**src/rtl/serial_rom_fetcher.sv**
```systemverilog
module serial_rom_fetcher #(
  parameter int          CLK_HZ   = 125_000_000,
  parameter int          SCL_HZ   = 400_000,
  parameter logic [3:0]  DEV_TYPE = 4'b1010
) (
  input  logic        clk,
  input  logic        rst_n,
  input  logic        req,
  output logic        byte_valid,
  output logic [7:0]  byte_data,
  input  logic        jump,
  input  logic [15:0] jump_addr,
  output logic        ack_err,
  output logic        scl_oe,
  input  logic        scl_in,
  output logic        sda_oe,
  input  logic        sda_in
);
  localparam int QTR = (CLK_HZ + 4*SCL_HZ - 1) / (4*SCL_HZ);
  localparam int CW  = (QTR > 1) ? $clog2(QTR) : 1;

  typedef enum logic [2:0] {S_IDLE, S_START, S_TX, S_RX, S_HOLD, S_MACK, S_STOP} st_t;

  st_t         st;
  logic [CW-1:0] qcnt;
  logic [1:0]  ph, seq;
  logic [3:0]  bcnt;
  logic [7:0]  sh;
  logic [15:0] pc, tgt;
  logic        pend, rtry, do_ack, ackd, scl_lo, sda_lo;
  logic        tick, go;

  assign tick   = (qcnt == CW'(QTR-1));
  assign go     = tick && !(ph == 2'd2 && !scl_in);
  assign scl_oe = scl_lo;
  assign sda_oe = sda_lo;

  function automatic logic [7:0] byte_for(input logic [1:0] s, input logic [15:0] a);
    case (s)
      2'd0:    return {DEV_TYPE, a[15:13], 1'b0};
      2'd1:    return {3'b000, a[12:8]};
      2'd2:    return a[7:0];
      default: return {DEV_TYPE, a[15:13], 1'b1};
    endcase
  endfunction

  always_ff @(posedge clk or negedge rst_n) begin
    if (!rst_n) begin
      st <= S_IDLE;
      qcnt <= '0;
      ph <= 2'd0;
      seq <= 2'd0;
      bcnt <= 4'd0;
      sh <= 8'h00;
      pc <= 16'h0000;
      tgt <= 16'h0000;
      pend <= 1'b0;
      rtry <= 1'b0;
      do_ack <= 1'b0;
      ackd <= 1'b0;
      scl_lo <= 1'b0;
      sda_lo <= 1'b0;
      byte_valid <= 1'b0;
      byte_data <= 8'h00;
      ack_err <= 1'b0;
    end else begin
      qcnt <= tick ? '0 : qcnt + 1'b1;
      byte_valid <= 1'b0;
      ack_err <= 1'b0;
      if (go) begin
        case (st)
          S_IDLE: begin
            if (pend) begin
              pc <= tgt;
              pend <= 1'b0;
            end
            if (req || rtry) begin
              st <= S_START;
              seq <= 2'd0;
              rtry <= 1'b0;
            end
          end
          S_START: begin
            ph <= ph + 2'd1;
            case (ph)
              2'd0: sda_lo <= 1'b0;
              2'd1: scl_lo <= 1'b0;
              2'd2: sda_lo <= 1'b1;
              default: begin
                scl_lo <= 1'b1;
                sh <= byte_for(seq, pc);
                bcnt <= 4'd0;
                st <= S_TX;
              end
            endcase
          end
          S_TX: begin
            ph <= ph + 2'd1;
            case (ph)
              2'd0: sda_lo <= (bcnt == 4'd8) ? 1'b0 : ~sh[7];
              2'd1: scl_lo <= 1'b0;
              2'd2: ackd <= ~sda_in;
              default: begin
                scl_lo <= 1'b1;
                if (bcnt != 4'd8) begin
                  sh <= {sh[6:0], 1'b0};
                  bcnt <= bcnt + 4'd1;
                end else if (!ackd) begin
                  ack_err <= 1'b1;
                  rtry <= 1'b1;
                  st <= S_STOP;
                end else begin
                  bcnt <= 4'd0;
                  seq <= seq + 2'd1;
                  case (seq)
                    2'd0, 2'd1: sh <= byte_for(seq + 2'd1, pc);
                    2'd2: st <= S_START;
                    default: st <= S_RX;
                  endcase
                end
              end
            endcase
          end
          S_RX: begin
            ph <= ph + 2'd1;
            case (ph)
              2'd0: sda_lo <= 1'b0;
              2'd1: scl_lo <= 1'b0;
              2'd2: sh <= {sh[6:0], sda_in};
              default: begin
                scl_lo <= 1'b1;
                bcnt <= bcnt + 4'd1;
                if (bcnt == 4'd7) begin
                  st <= S_HOLD;
                  if (!pend && !jump) begin
                    byte_valid <= 1'b1;
                    byte_data <= sh;
                    pc <= pc + 16'd1;
                  end
                end
              end
            endcase
          end
          S_HOLD: begin
            if (pend || pc[12:0] == 13'd0) begin
              do_ack <= 1'b0;
              st <= S_MACK;
            end else if (req) begin
              do_ack <= 1'b1;
              st <= S_MACK;
            end
          end
          S_MACK: begin
            ph <= ph + 2'd1;
            case (ph)
              2'd0: sda_lo <= do_ack;
              2'd1: scl_lo <= 1'b0;
              2'd2: ;
              default: begin
                scl_lo <= 1'b1;
                bcnt <= 4'd0;
                st <= do_ack ? S_RX : S_STOP;
              end
            endcase
          end
          default: begin
            ph <= ph + 2'd1;
            case (ph)
              2'd0: sda_lo <= 1'b1;
              2'd1: scl_lo <= 1'b0;
              2'd2: sda_lo <= 1'b0;
              default: st <= S_IDLE;
            endcase
          end
        endcase
      end
      if (jump) begin
        tgt <= jump_addr;
        pend <= 1'b1;
      end
    end
  end
endmodule

```
**config.mk**
```make
export PLATFORM = sky130hd
export DESIGN_NAME = serial_rom_fetcher
export DESIGN_NICKNAME = d
export VERILOG_FILES = /design/src/rtl/serial_rom_fetcher.sv
export SDC_FILE = /design/constraint.sdc
export NUM_CORES = 1
export LEC_CHECK = 0
export BUFFER_PORTS_ARGS = -buffer_cell sky130_fd_sc_hd__buf_2
export CAP_MARGIN = 20
export CORE_MARGIN = 3
export CORE_UTILIZATION = 54
export CTS_BUF_LIST = sky130_fd_sc_hd__clkbuf_16
export DETAILED_ROUTE_END_ITERATION = 7
export PLACE_DENSITY = 0.76
export SYNTH_ARGS = -nofsm -noshare
export SYNTH_HDL_FRONTEND = slang
export SYNTH_SLANG_ARGS = --single-unit
```
**constraint.sdc**
```tcl
create_clock -name clk -period 1.95 [get_ports clk]
set_input_delay 0.39 -clock clk [delete_from_list [all_inputs] [get_ports clk]]
set_output_delay 0.39 -clock clk [all_outputs]
set_load 0.05 [all_outputs]
```
== Word level (Yosys, flattened, before mapping) ==
Index checks and enable logic that the tools add are counted.

* Word-level logic and storage cells: 175
* Register bits after elaboration: 74

* Reductions and logical operators: 42
* Eq/ne operators: 37
* Add/sub/neg operators: 5
* Bitwise operators: 4
* Muxes and demuxes: 70

{| class="wikitable"
|+ Operators by type and width
! kind !! number
|-
| 8-bit case mux with 3 select lines || 3
|-
| 16-bit 2-to-1 mux || 4
|-
| 8-bit 2-to-1 mux || 6
|-
| 3-bit 2-to-1 mux || 12
|-
| 2-bit inequality test (second input constant) || 17
|-
| 16-bit case mux with 2 select lines || 1
|-
| 6-bit AND reduction || 5
|-
| 1-bit 2-to-1 mux || 24
|-
| 4-bit 2-to-1 mux || 5
|-
| 3-bit case mux with 6 select lines || 1
|-
| 16-bit by 1-bit adder with 16-bit output (second input constant) || 1
|-
| 2-bit nonzero test || 7
|-
| 13-bit zero test || 1
|-
| 4-bit case mux with 3 select lines || 1
|-
| 11-bit AND reduction || 1
|-
| 1-bit case mux with 2 select lines || 5
|-
| 3-bit inequality test (second input constant) || 3
|-
| 2-bit 2-to-1 mux || 4
|-
| 2-bit OR reduction || 4
|-
| 7-bit by 1-bit adder with 7-bit output (second input constant) || 1
|-
| 7-bit == test (second input constant) || 1
|-
| 7-bit 2-to-1 mux || 1
|-
| 7-bit AND reduction || 1
|-
| 2-bit by 1-bit == test with 1-bit output (second input constant) || 3
|-
| 27 further kinds || 46
|}

== Longest topological paths before layout ==
Gate-level depths: netlist of run 1.

* Depth in word-level cells: 8
* Gate-level depth with buffers: 9

== Worst setup path before layout of run 1 ==
Ideal clock, no wire load.

* Path type: register -> register
* Start point: register ph[0]
* End point: register st[0]
* Cell stages (with the launch flop): 9
* Clock period less this slack: 2.156 ns
* Slack: -0.206 ns
* Arrival time: 2.032 ns
* Library setup time: 0.125 ns
* Buffers on the path: 2
* Path through: dfrtp_1 inv_1 ha_1 clkbuf_1 a2111oi_4 buf_4 nand4_1 nor2_1 mux2_2

* Word-level cells in the longest chain between the ends: 5
* Elaborated cells between the ends (all ways): 13
* Those cells by class: 7 x eq/ne; 6 x reduce/logical

{| class="wikitable"
|+ RTL lines
! element !! RTL line !! text
|-
| start, declared || 26 || <nowiki>logic [1:0] ph, seq;</nowiki>
|-
| start signal, assigned || 84 || <nowiki>ph <= ph + 2'd1;</nowiki>
|-
| start signal, assigned || 98 || <nowiki>ph <= ph + 2'd1;</nowiki>
|-
| start signal, assigned || 125 || <nowiki>ph <= ph + 2'd1;</nowiki>
|-
| branches (longest 4 deep; another with 3-bit OR reduction) || -- ||
|-
| 11-bit AND reduction (no line) * || -- ||
|-
| end signal, assigned || 162 || <nowiki>st <= do_ack ? S_RX : S_STOP;</nowiki>
|-
| end, declared || 24 || <nowiki>st_t st;</nowiki>
|}

Mark *: on every way between the ends.
A chain may end at the register's enable or synchronous reset.

== Final worst setup path of run 1 ==
* Start point: register bcnt[0]
* End point: register byte_data[0]

* Word-level cells in the longest chain between the ends: 2

{| class="wikitable"
|+ RTL lines
! element !! RTL line !! text
|-
| start, declared || 27 || <nowiki>logic [3:0] bcnt;</nowiki>
|-
| start signal, assigned || 107 || <nowiki>bcnt <= bcnt + 4'd1;</nowiki>
|-
| start signal, assigned || 132 || <nowiki>bcnt <= bcnt + 4'd1;</nowiki>
|-
| 4-bit by 3-bit == test with 1-bit output || 133 || <nowiki>if (bcnt == 4'd7) begin</nowiki>
|-
| 5-bit AND reduction (no line) || -- ||
|-
| end signal, assigned || 137 || <nowiki>byte_data <= sh;</nowiki>
|-
| end, declared || 10 || <nowiki>output logic [7:0] byte_data,</nowiki>
|}

Every way passes these cells.

==> key figures, run 1 <==
Finish
  • Post-layout nets: 546
  • Ant diodes: 0
  • P&R area growth vs syn: 24.7%
  • Share of cells above drive strength 1: 30.2%
  • Total of fill cells in the finished design: 561

Critical path
  • Critical Path Start Type: flop
  • Crit-path max FO: 8
  • Crit. End Element: flop
  • CP Class: reg -> reg
  • Worst R2R Path Depth: 6
  • WP data required: 2.16 ns
  • Arrival time worst endpoint: 2.15 ns

Logic synthesis
  • Post-synthesis register bit count: 74
  • Syn nets: 473
  • EDFF count, synth: 0
  • Synthesized cell area: 4230 um2
  • Post-synthesis sequential area ratio: 43.7%
  • Synth Instances: 434
  • Primary FF master, synth: dfrtp_1
  • Yosys Warn Count: 0
  • Async SR Flop Fraction: 100%
  • Syn_area_per_cell: 9.75 um2
  • Netlist cell types: 60

Die
  • Num ports: 34
  • Die Span Y: 94.5 um
  • Number of core rows: 31
  • Die X: 94.5 um
  • Die ar.: 8940 um2
  • Placeable Area: 7410 um2
  • Starting density of the core: 57.1%

Global route
  • Grt ovf: 0
  • GRT Total Usage: 23.1%
  • Largest net degree at the start of global routing: 75
  • Vias in the first global route: 3412
  • First-pass GRT wire length: 16300 um
  • Antenna violations before repair: 0

Routing
  • Via density: 6.07
  • Uppermost layer routed: met4
  • Drt wl/cell: 16.8 um
  • DRT Pass-1 Iters: 6
  • Via count: 3699
  • Met1 wire length: 4530 um
  • Final wirelength: 10200 um
  • First DRT Iteration DRCs: 269
  • Routed Antenna Nets: 0
  • Met3 wire length: 534 um
  • DRC: 0
  • Metal2 WL: 4980 um

Timing
  • Final setup viols: 0
  • Hold WS: 0.0825 ns
  • Final hold vios: 0
  • Fin. max-slew vios: 0
  • Fin crit period: 1.95 ns
  • Max Freq: 0.514 GHz
  • Worst-Margin Slew: 0.650 ns
  • Unrepaired setup endpoints after global routing: true
  • Relative slew slack: 56.3%
  • Period utilization: 99.8%
  • Layout Skew: 0.00618 ns

Min path
  • Hold crit path type: in -> async

Power
  • Sw Ratio: 21.5%
  • Leak: 0.00241 uW
  • Peak supply drop: 438 uV
  • Comb pwr share: 3.9%
  • Clock share of power: 45.4%
  • Net Sw Power: 676 uW
  • Tot Pwr: 3140 uW
  • Int Pwr: 2460 uW
  • Power Dens Cells: 595 nW/um2
  • Sequential share of power: 50.7%

CTS
  • Sink Count: 74
  • Clock transition at the registers of the reported paths: 0.06 ns
  • CTS Buf Count: 9
  • CTS tree: yes
  • Worst skew pair latency: 0.33 ns
  • CTS root buffer: clkbuf_16
  • Longest Clk Path Bufs: 2
  • H-Tree Depth: 3
  • Hold-fix buffers, CTS: 0

Placement
  • Number of port buffers: 33
  • Routability cong.: 0.890
  • HPWL after DPL: 6850 um

Outcome
  • Status: completed

Run
  • # Max-Cap Violations: 0
cells by family after synthesis:
kind of cell | synth area share (%)
compound gates | 22.0
xor+xnor | 1.24
fa+ha+maj | 5.03
buf+inv | 4.49
flops | 43.7
mux | 8.57
simple gates | 15.0
cell type report:
cell class	count	area (um2)	share of cell area, %
Inverter	16	60.1	1.14
Clock inverter	5	25.0	0.474
Timing Repair Buffer	91	646	12.2
Tap cell	99	124	2.35
Clock buffer	9	225	4.27
Sequential cell	74	1850	35.1
Multi-Input combinational cell	315	2340	44.4
synthesized netlist by cell type (5+ instances only):
master / count / area share [%]
dfrtp_1: 74 / 44
mux2i_1: 7 / 1.7
nor2b_1: 5 / 0.74
a22oi_1: 9 / 1.6
inv_1: 16 / 1.4
mux2_2: 26 / 6.9
clkbuf_1: 20 / 1.8
o21ai_0: 43 / 5.1
a21oi_1: 25 / 3.0
buf_2: 5 / 0.59
nor2_1: 25 / 2.2
nand3_1: 11 / 1.3
ha_1: 17 / 5.0
nor3_1: 7 / 0.83
nand2b_1: 5 / 0.74
and3_1: 7 / 1.0
a21o_1: 5 / 0.89
nand4_1: 6 / 0.89
nand2_1: 37 / 3.3
layout by cell type (no fill, tap or decap), types with 4 or more instances in the layout:
cell	n
a21o_1	5
buf_2	33
mux2_4	9
a21oi_1	24
a22oi_1	9
o21ai_1	8
clkbuf_16	9
nand4_1	6
ha_1	15
buf_4	53
mux2_2	17
nand2b_1	4
nor2_1	23
o21ai_0	34
o22ai_1	4
and3_1	6
a31oi_1	4
o31ai_1	4
nand2_1	36
nor3_1	4
inv_1	16
dfrtp_1	74
a2bb2oi_1	4
nand3_1	11
nor4_1	4
nor2b_1	5
mux2i_1	6
registers in the layout, summed over array words and instances, names as in the netlist, 2 cells and up:
| register | flops |
|---|---|
| bcnt | 4 |
| byte_data | 8 |
| qcnt | 7 |
| sh | 8 |
| st | 3 |
| tgt | 16 |
| pc | 16 |
| seq | 2 |
| ph | 2 |
metrics by stage:
step	util (%)	instances	instance area, um2	TNS [ns]	setup slack [ns]
floorplan	-	434	4300	-0.202	-0.122
global placement	65.3	586	4830	-0.520	-0.0621
detailed placement	65.3	586	4830	-1.67	-0.130
CTS	69.1	603	5120	-0.0337	-0.0176
global route	71.2	609	5280	-1.59	-0.122
finish	71.2	609	5280	0	0.00391
worst max-delay path, cell delays in order (launching register included):
cell and delay, ns:
dfrtp_1 0.39, ha_2 0.20, nand3b_1 0.22, nor4_1 0.24, buf_4 0.16, and3_4 0.29
mux2_4 0.32
power by group through the flow:
| stage | sequential [uW] | combinational [uW] | clock (uW) |
|---|---|---|---|
| 4_1_cts | 1590 | 127 | 1460 |
| 6_report | 1590 | 124 | 1430 |
| 5_1_grt | 1590 | 140 | 1530 |
| 3_5_place_dp | 1620 | 126 | 0 |
| 3_3_place_gp | 1620 | 121 | 0 |
| 2_1_floorplan | 1610 | 61.1 | 0 |
worst paths after layout:
path,startpoint,to,slack (ns)
worst min register to register,rtry$_DFFE_PN0P_,rtry$_DFFE_PN0P_,0.50
max in group asynchronous,rst_n,byte_data[0]$_DFFE_PN0P_,1.55
worst min-delay path,rst_n,bcnt[2]$_DFFE_PN0P_,0.08
worst max-delay path,bcnt[0]$_DFFE_PN0P_,byte_data[0]$_DFFE_PN0P_,0.004
min in group clk,sda_in,ackd$_DFFE_PN0P_,0.28
worst max register to register,bcnt[0]$_DFFE_PN0P_,byte_data[0]$_DFFE_PN0P_,0.004
routing by layer:
layer,global-route usage [%],vias up
met5,0,-
met4,9.13,0
met3,3.75,17
met2,36.6,132
met1,31.6,1796
li1,-,1754
what timing repair did:
item / 4_1_cts / 5_1_grt
resized for setup: 5 / 28
gates cloned: 0 / 1
buffers inserted: 3 / 6
setup endpoints to repair: 31 / 39
pin swaps: 1 / 5
No activity file was read; power rests on OpenSTA's default activity.
==> run 2: changes to the inputs <==
- CORE_UTILIZATION: 54 -> 33
- PLACE_DENSITY: 0.76 -> unset
- SKIP_LAST_GASP: unset -> 1
==> run 2 against run 1 <==
Non-clock buffer count is 14 higher. Register-to-register slack worse by 0.04 ns. Highest routed layer unchanged. Sequential power hardly changed. Largest power group is now clock. Critical endpoint is now seq[0]$_DFFE_PN0P_. Sequential cell count stayed put. The run now ends with setup timing left. Worst hold slack worse by 0.082 ns. Core utilization is 24 points lower. Final area is 8.6% higher. Critical path type unchanged. Via count is 0.87% lower. Wire length is 8.5% higher.
==> key figures, run 2 (synthesis results as in run 1) <==
Die
  • Starting density of the core: 34.5%
  • Number of core rows: 40
  • Placeable Area: 12300 um2
  • Die Span Y: 119 um
  • Die ar.: 14200 um2
  • Die X: 119 um
  • Num ports: 34

Finish
  • Post-layout nets: 559
  • Largest registers: pc (16), tgt (16)
  • P&R area growth vs syn: 35.4%
  • Commonest non-fill, non-tap cell in the layout: dfrtp_1
  • Share of cells above drive strength 1: 37.7%
  • Ant diodes: 0
  • Core Util, Final: 46.7%
  • Most frequent cells in the layout: 72 x dfrtp_1, 57 x buf_4, 36 x nand2_1, 32 x buf_2, 31 x o21ai_0

Global route
  • GRT Total Usage: 15.2%
  • Vias in the first global route: 3562
  • Grt ovf: 0
  • First-pass GRT wire length: 17800 um
  • Antenna violations before repair: 0
  • Largest net degree at the start of global routing: 42

Critical path
  • Reg2reg setup slack: -0.04 ns
  • Worst path top cell family by delay: compound AO/OA/AOI/OAI gates
  • Crit. End Element: flop
  • Most used cell along the critical path: buf_4
  • WP data required: 2.18 ns
  • Crit-path max FO: 6
  • CP Class: reg -> reg
  • Critical Path Start Type: flop
  • Arrival time worst endpoint: 2.22 ns
  • Worst r2r dst: seq[0]$_DFFE_PN0P_
  • Worst R2R Path Depth: 7
  • CP Cell Sequence: ha_4 -> a2111oi_4 -> buf_4 -> buf_12 -> buf_4 -> nand4_1 -> o31ai_1
  • Crit-path slowest cell: dfrtp_1
  • Crit path buffers/inverters: 3
  • Crit Reg-Reg Startpoint: ph[1]$_DFFE_PN0P_
  • Largest stage delay on the critical path: 0.41 ns

Timing
  • Period utilization: 102%
  • Fin. max-slew vios: 0
  • Relative slew slack: 58.4%
  • Setup WS post-layout: -0.0375 ns
  • Layout Skew: 0.0128 ns
  • Hold WS: 0.000712 ns
  • Fin crit period: 1.99 ns
  • Max Freq: 0.503 GHz
  • Final hold vios: 0
  • Unrepaired setup endpoints after global routing: true
  • Final TNS setup: -0.148 ns
  • Worst-Margin Slew: 0.619 ns
  • Final setup viols: 5

CTS
  • Sink Count: 74
  • CTS tree: yes
  • Longest Clk Path Bufs: 2
  • CTS Buf Count: 9
  • Clock transition at the registers of the reported paths: 0.06 ns
  • Worst skew pair latency: 0.34 ns
  • Hold-fix buffers, CTS: 0
  • H-Tree Depth: 3
  • CTS root buffer: clkbuf_16

Routing
  • Via density: 5.29
  • Routed Antenna Nets: 0
  • Drt wl/cell: 16.0 um
  • Via count: 3667
  • DRT Pass-1 Iters: 4
  • Final wirelength: 11100 um
  • First DRT Iteration DRCs: 218
  • DRC: 0

Placement
  • HPWL after DPL: 7650 um
  • Number of port buffers: 33
  • Routability cong.: 0.896

Power
  • Sequential share of power: 46.6%
  • Int Pwr: 2630 uW
  • Sw Ratio: 22.8%
  • Clock share of power: 49.6%
  • Leak: 0.00255 uW
  • Net Sw Power: 777 uW
  • Peak supply drop: 305 uV
  • Comb pwr share: 3.7%
  • Power Dens Cells: 595 nW/um2

Run
  • # Max-Cap Violations: 0

Outcome
  • Status: finished with violations
  • Failing checks: setup timing

Min path
  • Hold crit path type: in -> async
run 2: cell types whose count changed in the layout (fill, tap and decap cells not counted), moves of 3 or more:
cell	before	now
buf_6	2	11
a21oi_1	24	16
a21oi_2	2	9
o21ai_2	1	6
buf_4	53	57
ha_1	15	12
inv_1	16	13
o21ai_0	34	31
run 2: power by group through the flow:
stage	registers, uW	logic, uW	clock network (uW)
2_1_floorplan	1610	61.1	0
3_3_place_gp	1620	124	0
3_5_place_dp	1620	128	0
4_1_cts	1590	129	1730
5_1_grt	1590	145	1800
6_report	1590	128	1690
run 2: how the worst max path moves through the flow:
stage	start	to	slack, ns	cells after the start
floorplan	ph[0]$_DFFE_PN0P_	st[0]$_DFFE_PN0P_	-0.12	8
global placement	qcnt[0]$_DFF_PN0_	byte_data[1]$_DFFE_PN0P_	-0.09	8
detailed placement	qcnt[0]$_DFF_PN0_	byte_data[4]$_DFFE_PN0P_	-0.14	8
CTS	ph[1]$_DFFE_PN0P_	byte_data[4]$_DFFE_PN0P_	-0.02	6
global route	qcnt[0]$_DFF_PN0_	bcnt[3]$_DFFE_PN0P_	-0.14	9
finish	ph[1]$_DFFE_PN0P_	seq[0]$_DFFE_PN0P_	-0.04	7
run 2: final cells by class:
class / count / area, um2
Timing Repair Buffer: 105 / 817
Tap cell: 168 / 210
Multi-Input combinational cell: 314 / 2490
Inverter: 16 / 60.1
Sequential cell: 74 / 1850
Clock buffer: 9 / 225
Fill cell: 1145 / 6530
Clock inverter: 7 / 76.3
run 2: per-stage QoR:
| stage | std cells | worst slack, ns | area [um2] | power, uW |
|---|---|---|---|---|
| 2_1_floorplan | 434 | -0.122 | 4300 | 1670 |
| 3_3_place_gp | 662 | -0.0917 | 5000 | 1740 |
| 3_5_place_dp | 662 | -0.137 | 5000 | 1750 |
| 4_1_cts | 679 | -0.0227 | 5330 | 3450 |
| 5_1_grt | 693 | -0.144 | 5730 | 3540 |
| 6_report | 693 | -0.0375 | 5730 | 3410 |
run 2: per-layer routing:
layer	vias to the layer above	share of wire [%]	global-route usage [%]	wire length, um
met5	-	0	0	0
met4	0	1.5	4.85	163
met3	13	4.0	2.80	443
met2	87	47	23.8	5230
met1	1795	47	21.3	5270
li1	1772	-	-	-
run 2: repair_timing:
action	4_1_cts	5_1_grt
resized for setup	3	75
setup buffers	1	14
cloned	0	1
pin swaps	2	18
endpoints found under the setup margin	36	40
==> run 3: changes to the inputs <==
- clock period: 1.95 -> 2 ns (I/O delays scaled with it)
==> run 3 against run 2 <==
The flow still finishes with violations (setup timing). Worst hold slack improved by 0.28 ns. Maximum frequency is 1.1% lower. Die area unchanged. Core utilization fell by 2.5 points. Critical path depth did not move. Sequential power is 3% lower. Register-to-register slack improved by 0.03 ns. Final area fell by 5.3%. Global-route usage fell by 0.55 points. First-iteration DRC count fell by 31%.
==> key figures, run 3 (synthesis results as in run 1) <==
Power
  • Power Dens Cells: 600 nW/um2
  • Int Pwr: 2450 uW
  • Sequential share of power: 47.5%
  • Net Sw Power: 804 uW
  • Comb pwr share: 3.9%
  • Clock share of power: 48.6%
  • Sw Ratio: 24.7%
  • Peak supply drop: 336 uV
  • Leak: 0.00242 uW

Timing
  • Relative slew slack: 58.3%
  • Fin crit period: 2.01 ns
  • Worst-Margin Slew: 0.621 ns
  • Final TNS setup: -0.0133 ns
  • Unrepaired setup endpoints after global routing: true
  • Fin. max-slew vios: 0
  • Max Freq: 0.498 GHz
  • Setup WS post-layout: -0.00985 ns
  • Layout Skew: 0.00803 ns
  • Final setup viols: 2
  • Final hold vios: 0
  • Period utilization: 100%

Global route
  • GRT Total Usage: 14.7%
  • Grt ovf: 0
  • Antenna violations before repair: 0
  • First-pass GRT wire length: 17100 um
  • Vias in the first global route: 3367
  • Largest net degree at the start of global routing: 35

Routing
  • First DRT Iteration DRCs: 151
  • Via count: 3616
  • Via density: 5.35
  • Drt wl/cell: 15.6 um
  • DRC: 0
  • Routed Antenna Nets: 0
  • DRT Pass-1 Iters: 5
  • Final wirelength: 10600 um

Die
  • Placeable Area: 12300 um2
  • Number of core rows: 40
  • Die X: 119 um
  • Die Span Y: 119 um
  • Die ar.: 14200 um2
  • Starting density of the core: 34.5%
  • Num ports: 34

Finish
  • Most frequent cells in the layout: 73 x dfrtp_1, 46 x buf_4, 36 x nand2_1, 36 x o21ai_0, 32 x buf_2
  • P&R area growth vs syn: 28.2%
  • Non-Filler Instances: 676
  • Share of cells above drive strength 1: 30.7%
  • Ant diodes: 0
  • Post-layout nets: 542
  • Total of fill cells in the finished design: 1154
  • Largest registers: pc (16), tgt (16)
  • Commonest non-fill, non-tap cell in the layout: dfrtp_1

CTS
  • Longest Clk Path Bufs: 2
  • Clock transition at the registers of the reported paths: 0.07 ns
  • CTS root buffer: clkbuf_16
  • H-Tree Depth: 3
  • Worst skew pair latency: 0.35 ns
  • CTS tree: yes
  • CTS Buf Count: 9
  • Sink Count: 74

Placement
  • Number of port buffers: 33
  • HPWL after DPL: 7390 um
  • Placed Cells incl. Taps: 646
  • Routability cong.: 0.882

Critical path
  • Crit. End Element: flop
  • Reg2reg setup slack: -0.01 ns
  • CP Class: reg -> reg
  • WP data required: 2.29 ns
  • Arrival time worst endpoint: 2.30 ns
  • Crit-path max FO: 6
  • Largest stage delay on the critical path: 0.45 ns
  • CP Cell Sequence: ha_2 -> nand3b_1 -> nor4_4 -> o221ai_4 -> clkbuf_4 -> a21oi_1 -> o22a_1
  • Critical Path Start Type: flop
  • Crit-path slowest cell: nor4_4

Outcome
  • Failing checks: setup timing
  • Status: finished with violations

Min path
  • Hold crit path type: in -> reg

Run
  • # Max-Cap Violations: 0
-- run 3: changes by cell type in the layout (fill, tap and decap cells not counted), moves of 3 or more --
cell	before	now
buf_6	11	2
buf_4	57	46
o21ai_2	6	0
nor3_1	4	7
nor3_2	3	0
a21oi_1	16	19
o21ai_0	31	36
-- run 3: power by group through the flow --
stage,logic [uW],registers (uW),clock network [uW]
final,127,1550,1580
after global routing,145,1550,1670
after CTS,130,1550,1600
after detailed placement,128,1580,0
after global placement,124,1580,0
after floorplan,59.2,1570,0
-- run 3: layer usage --
metal | GRT usage, % | vias up | share of wire (%)
met2 | 22.4 | 93 | 46
li1 | - | 1735 | -
met3 | 2.66 | 12 | 5.2
met1 | 20.4 | 1776 | 48
met5 | 0 | - | 0
met4 | 6.15 | 0 | 1.6
-- run 3: critical path: cells and delay by family, from the launching register on --
family	cells	cell delay, ns
simple gates	2	0.65
compound gates	3	0.47
flops	1	0.40
buf+inv	1	0.22
fa+ha+maj	1	0.20
-- run 3: through the flow --
step | power [uW] | setup slack, ns | area (um2) | util (%) | hold WS [ns]
global placement | 1700 | -0.0348 | 4870 | 39.7 | 0.319
CTS | 3280 | -0.0175 | 5190 | 42.3 | 0.278
floorplan | 1630 | -0.0892 | 4260 | - | 0.104
finish | 3260 | -0.00985 | 5430 | 44.3 | 0.279
detailed placement | 1700 | -0.0910 | 4870 | 39.7 | 0.324
global route | 3370 | -0.117 | 5430 | 44.3 | 0.279
-- run 3: path summary, 6_finish.rpt --
check	from	end	cells after the start
max in group asynchronous	rst_n	seq[0]$_DFFE_PN0P_	3
min in group asynchronous	rst_n	byte_data[3]$_DFFE_PN0P_	2
hold / removal	jump_addr[1]	tgt[1]$_DFFE_PN0P_	2
setup / recovery	bcnt[0]$_DFFE_PN0P_	pc[11]$_DFFE_PN0P_	7
hold reg to reg	byte_data[3]$_DFFE_PN0P_	byte_data[3]$_DFFE_PN0P_	1
setup reg to reg	bcnt[0]$_DFFE_PN0P_	pc[11]$_DFFE_PN0P_	7
-- run 3: cell type report --
type | count | area [um2] | share of cell area (%)
repair buffers | 88 | 676 | 12.5
inverters | 16 | 60.1 | 1.11
well taps | 168 | 210 | 3.87
clock inverters | 7 | 61.3 | 1.13
multi-input cells | 314 | 2340 | 43.1
flip-flops and latches | 74 | 1850 | 34.1
clock buffers | 9 | 225 | 4.15
-- run 3: what timing repair did --
action                                 in CTS  in global routing
gates resized for setup                     2                 37
pin swaps                                   1                  8
endpoints found under the hold margin      19                  0
hold buffers                                1                  0
gates cloned                                0                  1
setup endpoints to repair                  26                 33
buffers inserted                            0                 13
